--- config.mk ---
export PLATFORM = sky130hd
export DESIGN_NAME = qenc_pos_reader
export DESIGN_NICKNAME = d
export VERILOG_FILES = /design/src/rtl/qenc_pkg.sv /design/src/rtl/qenc_sync.sv /design/src/rtl/qenc_counter.sv /design/src/rtl/qenc_read_guard.sv /design/src/rtl/qenc_pos_reader.sv
export SDC_FILE = /design/constraint.sdc
export NUM_CORES = 1
export LEC_CHECK = 0
export BUFFER_PORTS_ARGS = -buffer_cell sky130_fd_sc_hd__buf_4
export CORE_MARGIN = 1
export CORE_UTILIZATION = 55
export CTS_BUF_LIST = sky130_fd_sc_hd__clkbuf_2
export DETAILED_ROUTE_END_ITERATION = 10
export PLACE_DENSITY = 0.73
export SYNTH_ARGS = -nofsm -noshare
export SYNTH_HDL_FRONTEND = slang
export SYNTH_SLANG_ARGS = --single-unit
--- constraint.sdc ---
create_clock -name clk -period 4.9 [get_ports clk]
set_clock_uncertainty 0.15 [all_clocks]
set_input_delay 0.98 -clock clk [delete_from_list [all_inputs] [get_ports clk]]
set_output_delay 0.98 -clock clk [all_outputs]
set_load 0.05 [all_outputs]
--- src/rtl/qenc_pkg.sv ---
package qenc_pkg;

  typedef enum logic [1:0] {
    STEP_HOLD = 2'd0,
    STEP_INC  = 2'd1,
    STEP_DEC  = 2'd2,
    STEP_SKIP = 2'd3
  } qstep_e;

  // prev/cur are {A,B}. Forward order 00->10->11->01->00.
  function automatic qstep_e decode_step(input logic [1:0] prev, input logic [1:0] cur);
    logic a_chg;
    logic b_chg;
    a_chg = prev[1] ^ cur[1];
    b_chg = prev[0] ^ cur[0];
    if (a_chg && b_chg) begin
      decode_step = STEP_SKIP;
    end else if (!a_chg && !b_chg) begin
      decode_step = STEP_HOLD;
    end else if (cur[1] ^ prev[0]) begin
      decode_step = STEP_INC;
    end else begin
      decode_step = STEP_DEC;
    end
  endfunction

endpackage

--- src/rtl/qenc_sync.sv ---
module qenc_sync #(
  parameter int WIDTH  = 2,
  parameter int STAGES = 2
) (
  input  logic             clk,
  input  logic             rst_n,
  input  logic [WIDTH-1:0] async_i,
  output logic [WIDTH-1:0] sync_o
);

  logic [WIDTH-1:0] stage_q [STAGES];

  generate
    for (genvar s = 0; s < STAGES; s++) begin : g_stage
      logic [WIDTH-1:0] stage_d;
      if (s == 0) begin : g_first
        assign stage_d = async_i;
      end else begin : g_next
        assign stage_d = stage_q[s-1];
      end
      always_ff @(posedge clk or negedge rst_n) begin
        if (!rst_n) begin
          stage_q[s] <= '0;
        end else begin
          stage_q[s] <= stage_d;
        end
      end
    end
  endgenerate

  assign sync_o = stage_q[STAGES-1];

endmodule

--- src/rtl/qenc_counter.sv ---
module qenc_counter
  import qenc_pkg::*;
#(
  parameter int CNT_W = 16
) (
  input  logic             clk,
  input  logic             rst_n,
  input  logic [1:0]       ab_i,
  output logic [CNT_W-1:0] count_o
);

  logic [1:0]       prev_q;
  logic [CNT_W-1:0] count_q;
  logic [CNT_W-1:0] count_d;
  logic             count_en;
  qstep_e           step;

  always_comb begin
    step     = decode_step(prev_q, ab_i);
    count_en = (step == STEP_INC) || (step == STEP_DEC);
    count_d  = count_q;
    if (step == STEP_INC) begin
      count_d = count_q + CNT_W'(1);
    end else if (step == STEP_DEC) begin
      count_d = count_q - CNT_W'(1);
    end
  end

  always_ff @(posedge clk or negedge rst_n) begin
    if (!rst_n) begin
      prev_q <= '0;
    end else begin
      prev_q <= ab_i;
    end
  end

  always_ff @(posedge clk or negedge rst_n) begin
    if (!rst_n) begin
      count_q <= '0;
    end else if (count_en) begin
      count_q <= count_d;
    end
  end

  assign count_o = count_q;

  assert_unit_move_R1: assert property (@(posedge clk) disable iff (!rst_n)
    1'b1 |=> (count_q == $past(count_q)) ||
             (count_q == CNT_W'($past(count_q) + CNT_W'(1))) ||
             (count_q == CNT_W'($past(count_q) - CNT_W'(1))));

  assert_skip_holds_R2: assert property (@(posedge clk) disable iff (!rst_n)
    (step == STEP_SKIP) |=> $stable(count_q));

endmodule

--- src/rtl/qenc_read_guard.sv ---
module qenc_read_guard (
  input  logic clk,
  input  logic rst_n,
  input  logic bus_en_n,
  input  logic lo_sel,
  output logic freeze_o
);

  logic freeze_q, freeze_d;
  logic lo_seen_q, lo_seen_d;

  always_comb begin
    freeze_d  = freeze_q;
    lo_seen_d = lo_seen_q;
    if (!freeze_q) begin
      if (!bus_en_n && !lo_sel) begin
        freeze_d  = 1'b1;
        lo_seen_d = 1'b0;
      end
    end else begin
      if (!bus_en_n && lo_sel) begin
        lo_seen_d = 1'b1;
      end
      if (bus_en_n && lo_seen_q) begin
        freeze_d  = 1'b0;
        lo_seen_d = 1'b0;
      end
    end
  end

  always_ff @(negedge clk or negedge rst_n) begin
    if (!rst_n) begin
      freeze_q  <= 1'b0;
      lo_seen_q <= 1'b0;
    end else begin
      freeze_q  <= freeze_d;
      lo_seen_q <= lo_seen_d;
    end
  end

  assign freeze_o = freeze_q;

  assert_hi_read_freezes_R6: assert property (@(negedge clk) disable iff (!rst_n)
    (!freeze_q && !bus_en_n && !lo_sel) |=> freeze_q);

  assert_release_order_R7: assert property (@(negedge clk) disable iff (!rst_n)
    (freeze_q && !lo_seen_q && bus_en_n) |=> freeze_q);

  assert_lo_only_open_R8: assert property (@(negedge clk) disable iff (!rst_n)
    (!freeze_q && lo_sel) |=> !freeze_q);

endmodule

--- src/rtl/qenc_pos_reader.sv ---
module qenc_pos_reader #(
  parameter int BUS_W       = 8,
  parameter int SYNC_STAGES = 2
) (
  input  logic             clk,
  input  logic             rst_n,
  input  logic             quad_a,
  input  logic             quad_b,
  input  logic             bus_en_n,
  input  logic             lo_sel,
  output logic [BUS_W-1:0] data_out,
  output logic             drive_en
);

  localparam int CNT_W = 2 * BUS_W;

  logic [1:0]       ab_sync;
  logic [CNT_W-1:0] count;
  logic             freeze;
  logic [CNT_W-1:0] hold_q, hold_d;
  logic             hold_en;

  qenc_sync #(.WIDTH(2), .STAGES(SYNC_STAGES)) u_sync (
    .clk     (clk),
    .rst_n   (rst_n),
    .async_i ({quad_a, quad_b}),
    .sync_o  (ab_sync)
  );

  qenc_counter #(.CNT_W(CNT_W)) u_counter (
    .clk     (clk),
    .rst_n   (rst_n),
    .ab_i    (ab_sync),
    .count_o (count)
  );

  qenc_read_guard u_guard (
    .clk      (clk),
    .rst_n    (rst_n),
    .bus_en_n (bus_en_n),
    .lo_sel   (lo_sel),
    .freeze_o (freeze)
  );

  always_comb begin
    hold_en = !freeze;
    hold_d  = count;
  end

  always_ff @(posedge clk or negedge rst_n) begin
    if (!rst_n) begin
      hold_q <= '0;
    end else if (hold_en) begin
      hold_q <= hold_d;
    end
  end

  always_comb begin
    drive_en = !bus_en_n;
    data_out = '0;
    if (!bus_en_n) begin
      data_out = lo_sel ? hold_q[BUS_W-1:0] : hold_q[CNT_W-1:BUS_W];
    end
  end

  assert_frozen_still_R6: assert property (@(posedge clk) disable iff (!rst_n)
    freeze |=> $stable(hold_q));

  assert_open_tracks_R4: assert property (@(posedge clk) disable iff (!rst_n)
    !freeze |=> (hold_q == $past(count)));

endmodule

# ---- Yosys cells after proc, flatten, opt, wreduce, memory -nomap -nowiden
# Index checks and enable logic that the tools add are counted.
# W data, S select, Z words.
dict set report word_totals {
  reg_bits 40
  out_inout_bits 9
  elab_cells 43
}
dict set report classes {
  add_sub_neg 2
  n_eq_ne 3
  mux 14
  n_bitwise 3
  n_reduce_logical 14
}
# cell count
set ops {}
lappend ops {{$mux W16} 2}
lappend ops {{$add A16 B1 Y16 const B} 1}
lappend ops {{$mux W8} 2}
lappend ops {{$sub A16 B1 Y16 const B} 1}
lappend ops {{$mux W1} 7}
lappend ops {{$mux W2} 3}
lappend ops {{$logic_and A1 B1 Y1} 5}
lappend ops {{$logic_not A1 Y1} 4}
lappend ops {{$reduce_and A2 Y1} 2}
lappend ops {{$reduce_bool A2 Y1} 2}
lappend ops {{$ne A3 B3 Y1 const B} 1}
lappend ops {{$xor A1 B1 Y1} 3}
lappend ops {{$eq A2 B1 Y1 const B} 1}
lappend ops {{$eq A2 B2 Y1 const B} 1}
lappend ops {{$logic_or A1 B1 Y1} 1}

# ---- Logic depth before layout (Yosys ltp)
# Gate-level depths: netlist of the first run.
dict set report depth {
  depth_word 8
  depth_mapped 12
  depth_no_buf 12
}

# ---- Hierarchy
# Synthesis of the first run repeated with hierarchy kept, for this count alone.
dict set report unflattened {
  hier_cells 238
  area_unflattened_um2 2503.7
}
# module instances cells_each area_per_inst_um2 seq_area_each_um2
set by_module_without_submodules {}
lappend by_module_without_submodules {qenc_counter 1 173 1544.0 450.4}
lappend by_module_without_submodules {qenc_pos_reader 1 53 772.0 400.4}
lappend by_module_without_submodules {qenc_sync 1 4 100.1 100.1}
lappend by_module_without_submodules {qenc_read_guard 1 8 87.6 50.0}

==> results of run 1 <==
## final cells by class
| cell class | instances | area (um^2) |
|---|---|---|
| clock buffer | 6 | 30.0 |
| clock inverter | 2 | 11.3 |
| fill | 342 | 1530 |
| inverter | 10 | 37.5 |
| multi-input combinational | 151 | 1250 |
| sequential | 40 | 1000 |
| tap | 50 | 62.6 |
| timing repair buffer | 14 | 105 |
## flip-flops by register name, summed over array words and instances, names as in the netlist
| name | cells |
|---|---|
| hold_q | 16 |
| u_counter.prev_q | 2 |
| u_guard.freeze_o | 1 |
| u_sync.sync_o | 2 |
| u_guard.lo_seen_q | 1 |
| u_counter.count_o | 16 |
| u_sync.g_stage.stage_d | 2 |
## per-layer routing
metal | part of all wire (%) | routed length [um]
met1 | 48 | 2080
met2 | 47 | 2020
met4 | 1.4 | 61
met3 | 4.1 | 177
met5 | 0 | 0
## Yosys cell counts
cell / number
o31ai_1: 2
a31oi_1: 3
nand2_1: 10
a21oi_1: 9
a21oi_4: 1
a31o_2: 1
clkbuf_1: 4
a41o_1: 1
a211oi_1: 1
and2_1: 1
and3_1: 4
mux2_2: 23
nor2_1: 12
or3_1: 1
clkbuf_2: 2
o21a_1: 6
fa_1: 1
xor2_1: 7
a21oi_2: 2
ha_1: 17
o211ai_4: 1
mux2i_1: 9
nand2b_1: 1
nand4_1: 3
dfrtp_1: 38
a2bb2oi_1: 1
o21bai_1: 1
o21ai_0: 4
and4_1: 1
dfrtn_1: 2
o211ai_1: 5
buf_1: 2
mux2_4: 1
a21o_1: 2
nor3_1: 3
nand3_1: 5
o311ai_0: 1
xnor2_1: 8
a221o_1: 1
a22oi_1: 1
inv_1: 10
nor2b_1: 1
## cell families after synthesis
group,Yosys count,share of synthesized area [%]
DFF,40,43.1
xor gates and xnor gates,15,5.66
muxes,33,15.7
AOI/OAI and AO/OA,43,13.8
and+or+nand+nor,42,8.63
buffers and inverters,18,3.02
adders and majority gates,18,10.0
## per-stage QoR
step	instance area (um^2)	hold slack (ns)	std cells	setup WS, ns	power, uW
floorplan	2320	0.181	209	0.522	1410
global placement	2450	0.188	265	0.768	1590
detailed placement	2450	0.190	265	0.741	1630
CTS	2500	0.233	273	0.864	1780
global route	2500	0.237	273	0.825	1920
finish	2500	0.225	273	0.865	1770
## power by group
group	internal, uW	leakage (uW)	switching (uW)
logic	484	0.000648	545
registers	477	0.000472	124
clock network	35.6	0.0000266	106
## worst paths after layout
path | depth (start not counted) | to | from | slack (ns)
max in group asynchronous | 1 | u_guard.lo_seen_q | rst_n | 1.50
max | 1 | hold_q[14] | u_guard.freeze_o | 0.87
min | 0 | u_sync.sync_o[1] | u_sync.g_stage[1].stage_d[1] | 0.22
min in group asynchronous | 1 | hold_q[0] | rst_n | 0.36
min reg2reg | 0 | u_sync.sync_o[1] | u_sync.g_stage[1].stage_d[1] | 0.22
max reg2reg | 1 | hold_q[14] | u_guard.freeze_o | 0.87
==> run_results.csv, run 1 <==
group,metric,value,unit
die,die_y,66.9,um
die,die_w,66.9,um
timing,rsz0062_at_grt,"false",
clocking,cts_tree,"built",
timing,tightestPinTransition,0.795,ns
global_route,grt_pass1_vias,1512,
finish,mostFrequentLayoutCells,"38 x dfrtp_1, 23 x mux2_2, 17 x ha_1",
finish,final_common_cell,"dfrtp_1",
yosys,synth.area.top_cells,"dfrtp_1 41%, mux2_2 11%, ha_1 9.2%, mux2i_1 3.9%, xnor2_1 3.0%",
global_route,grt_most_used_layer,"met2",
global_route,met2_usage,34.7,%
routing,routed_wl,4.34,mm
global_route,grtUsageMet1,29.5,%
clocking,clk_root_buffer_cell,"clkbuf_2",
critical_path,path_buf_inv,0,
die,core,4030,um^2
die,io_pins,15,
global_route,grt_use_met3,5.14,%
critical_path,worst-path-max-fanout,22,
critical_path,cpPeakStageDelay,0.96,ns
clocking,cts-hold-fix-buffers,0,
clocking,cts_buffer_depth,2,
power_and_ir_drop,power_density,709,nW/um^2
critical_path,cp-end-kind,"flip-flop",
job,maxCapViolCount,0,
global_route,grt_max_degree,41,
global_route,grt-ovfl-total,0,
timing,setup_violations,0,
critical_path,critPathKind,"flip-flop to flip-flop",
critical_path,crit_family,"flip-flops",
yosys,syn-cell-area,2320,um^2
timing,hold_viol,0,
finish,final_core_util,62.0,%
critical_path,start_kind,"flip-flop",
clocking,cts-resized-gates,0,
timing,fin_setup_tns,0,ns
routing,detail-route-antenna-nets,0,
finish,fin_nets,246,
clocking,cts.sinks,40,
timing,finalMaxSlewViolations,0,
clocking,cts_buffers,5,
yosys,yosysSeqAreaShare,43.1,%
yosys,syn_area_per_cell,11.1,um^2
global_route,antenna_found_initial,0,
die,start_util,57.6,%
global_route,grt_pass1_wl,7.20,mm
critical_path,cpMaxStageDelayCell,"dfrtn_1",
critical_path,crit_arrival,4.17,ns
placement,dp_hpwl,3.23,mm
routing,drtPass1Iterations,5,
timing,slew_headroom,47.0,%
yosys,ys_warn_count,0,
hold_path,hold_path.class,"flip-flop to flip-flop",
critical_path,required,5.04,ns
global_route,track_usage,22.1,%
routing,via_per_inst,5.92,
routing,num_vias,1616,
routing,drtIter0Drc,121,
placement,gp_congestion,0.887,
yosys,netlist_instances,209,
die,rows,23,
yosys,synth_top_area_share,41.0,%
yosys,synthesis.nets,233,
finish,drive_gt1_share,22.4,%
yosys,ys_seq_elements,40,
power_and_ir_drop,peakVddDrop,0.360,mV
outcome,outcome,"finished clean",
critical_path,crit_path_cell_trace,"mux2_2",
die,die_area,4480,um^2
placement,portBuffers,14,
finish,syn_to_final_growth,7.60,%
clocking,insertion_delay,0.39,ns
clocking,h-tree-depth,2,
clocking,clk_pin_slew,0.20,ns
power_and_ir_drop,p_leak,0.00115,uW
finish,diodes,0,
clocking,post-cts-setup-buffers,0,
yosys,synth_top_area_cell,"dfrtp_1",
routing,drc,0,
yosys,synth_cell_types,42,
routing,routedWlPerCell,15.9,um
Power figures use the tool's default switching activity.
==> inputs of run 2 (changes only) <==
PLACE_DENSITY = 0.76   (was 0.73)
clock period = 3.5 ns   (was 4.9 ns; I/O delays follow)
==> run 2 against run 1 <==
Combinational power increased by 50%. Critical path type unchanged. Worst hold slack worse by 0.030 ns. Highest routed layer unchanged. Sequential power grew 38%. Sequential share of layout area decreased by 1.9 points.
==> run_results.csv, run 2 (synthesized netlist as in run 1, its figures left out) <==
group,metric,value,unit
outcome,outcome,"finished clean",
timing,hold_viol,0,
die,core,4030,um^2
critical_path,crit_arrival,3.47,ns
clocking,h-tree-depth,2,
power_and_ir_drop,p_leak,0.00121,uW
clocking,cts.sinks,40,
die,io_pins,15,
routing,routed_wl,4.43,mm
timing,tightestPinTransition,0.478,ns
placement,portBuffers,14,
power_and_ir_drop,power_density,1010,nW/um^2
hold_path,hold_path.class,"primary input to async pin",
die,rows,23,
power_and_ir_drop,fin_total_pwr,2640,uW
routing,detail-route-antenna-nets,0,
finish,fin_nets,257,
critical_path,required,3.68,ns
finish,final_core_util,65.0,%
placement,gp_congestion,0.879,
global_route,grt_max_degree,39,
die,die_y,66.9,um
routing,drtPass1Iterations,5,
clocking,cts-hold-fix-buffers,0,
die,die_w,66.9,um
critical_path,timing.rr.start,"u_sync.sync_o[1]",
clocking,clk_pin_slew,0.19,ns
timing,whs,0.194,ns
clocking,clk_root_buffer_cell,"clkbuf_2",
finish,diodes,0,
finish,final_common_cell,"dfrtp_1",
clocking,cts_buffer_depth,2,
job,maxCapViolCount,0,
finish,drive_gt1_share,27.8,%
routing,via_per_inst,5.78,
power_and_ir_drop,peakVddDrop,0.393,mV
finish,mostFrequentLayoutCells,"38 x dfrtp_1, 25 x buf_4, 23 x mux2_2",
critical_path,critPathLaunch,"u_sync.sync_o[1]",
global_route,antenna_found_initial,0,
clocking,insertion_delay,0.40,ns
timing,fmax,304,MHz
routing,drc,0,
timing,setup_violations,0,
die,die_area,4480,um^2
clocking,cts_buffers,5,
timing,slew_headroom,68.2,%
global_route,grt_pass1_vias,1549,
critical_path,cp-end-kind,"flip-flop",
finish,nFillCells,319,
critical_path,critPathKind,"flip-flop to flip-flop",
routing,num_vias,1641,
finish,syn_to_final_growth,12.8,%
critical_path,worst-path-max-fanout,10,
global_route,grt_pass1_wl,7.38,mm
timing,final.setup.worst_slack,0.206,ns
global_route,grt-ovfl-total,0,
placement,dp_slack,0.255,ns
timing,finalCritPeriodShare,94.1,%
timing,finalMaxSlewViolations,0,
routing,drtIter0Drc,141,
placement,dp_hpwl,3.29,mm
global_route,track_usage,22.7,%
clocking,cts_tree,"built",
critical_path,start_kind,"flip-flop",
die,start_util,57.6,%
routing,routedWlPerCell,15.6,um
timing,fin_setup_tns,0,ns
timing,fin_crit,3.29,ns
[run 2: repair_timing]
item                       CTS  global route
setup buffers                0             1
hold endpoints to repair     0             0
setup endpoints to repair    0             4
resized for setup            0             5
[run 2: power breakdown]
group	internal [uW]	switching, uW	total [uW]
combinational	750	796	1550
clock	116	150	266
sequential	668	159	826
[run 2: critical path, cell delays in order, from the launching register on]
cell	delay, ns
dfrtp_1	0.46
xor2_1	0.21
inv_1	0.06
ha_1	0.18
or3_1	0.40
buf_4	0.19
ha_1	0.39
nand3_1	0.10
o211ai_1	0.31
nand3_1	0.16
a31o_2	0.25
a21oi_1	0.21
xor2_1	0.16
[run 2: cell type report]
class / count / area (um^2) / share of cell area (%)
clock buffers: 5 / 25.0 / 0.956
multi-input cells: 151 / 1270 / 48.4
repair buffers: 25 / 188 / 7.17
well taps: 50 / 62.6 / 2.39
flip-flops and latches: 40 / 1000 / 38.2
clock inverters: 3 / 37.5 / 1.43
inverters: 10 / 37.5 / 1.43
[run 2: worst paths after layout]
| path | endpoint | slack [ns] | depth (start not counted) |
|---|---|---|---|
| min in group clk | u_sync.sync_o[0] | 0.23 | 0 |
| setup reg to reg | u_counter.count_o[15] | 0.21 | 12 |
| hold reg to reg | u_sync.sync_o[0] | 0.23 | 0 |
| max in group asynchronous | u_guard.lo_seen_q | 1.49 | 1 |
| hold / removal | u_sync.sync_o[1] | 0.19 | 2 |
| setup / recovery | u_counter.count_o[15] | 0.21 | 12 |
[run 2: routing by layer]
| layer | global-route usage, % | vias up | routed length, um |
|---|---|---|---|
| li1 | - | 799 | - |
| met3 | 3.60 | 5 | 141 |
| met5 | 0 | - | 0 |
| met2 | 36.1 | 33 | 2080 |
| met1 | 31.5 | 804 | 2150 |
| met4 | 6.65 | 0 | 55 |
[run 2: per-stage QoR]
| step | area (um^2) | instances |
|---|---|---|
| 6_report | 2620 | 284 |
| 3_5_place_dp | 2530 | 275 |
| 5_1_grt | 2620 | 284 |
| 4_1_cts | 2590 | 283 |
| 2_1_floorplan | 2320 | 209 |
| 3_3_place_gp | 2530 | 275 |
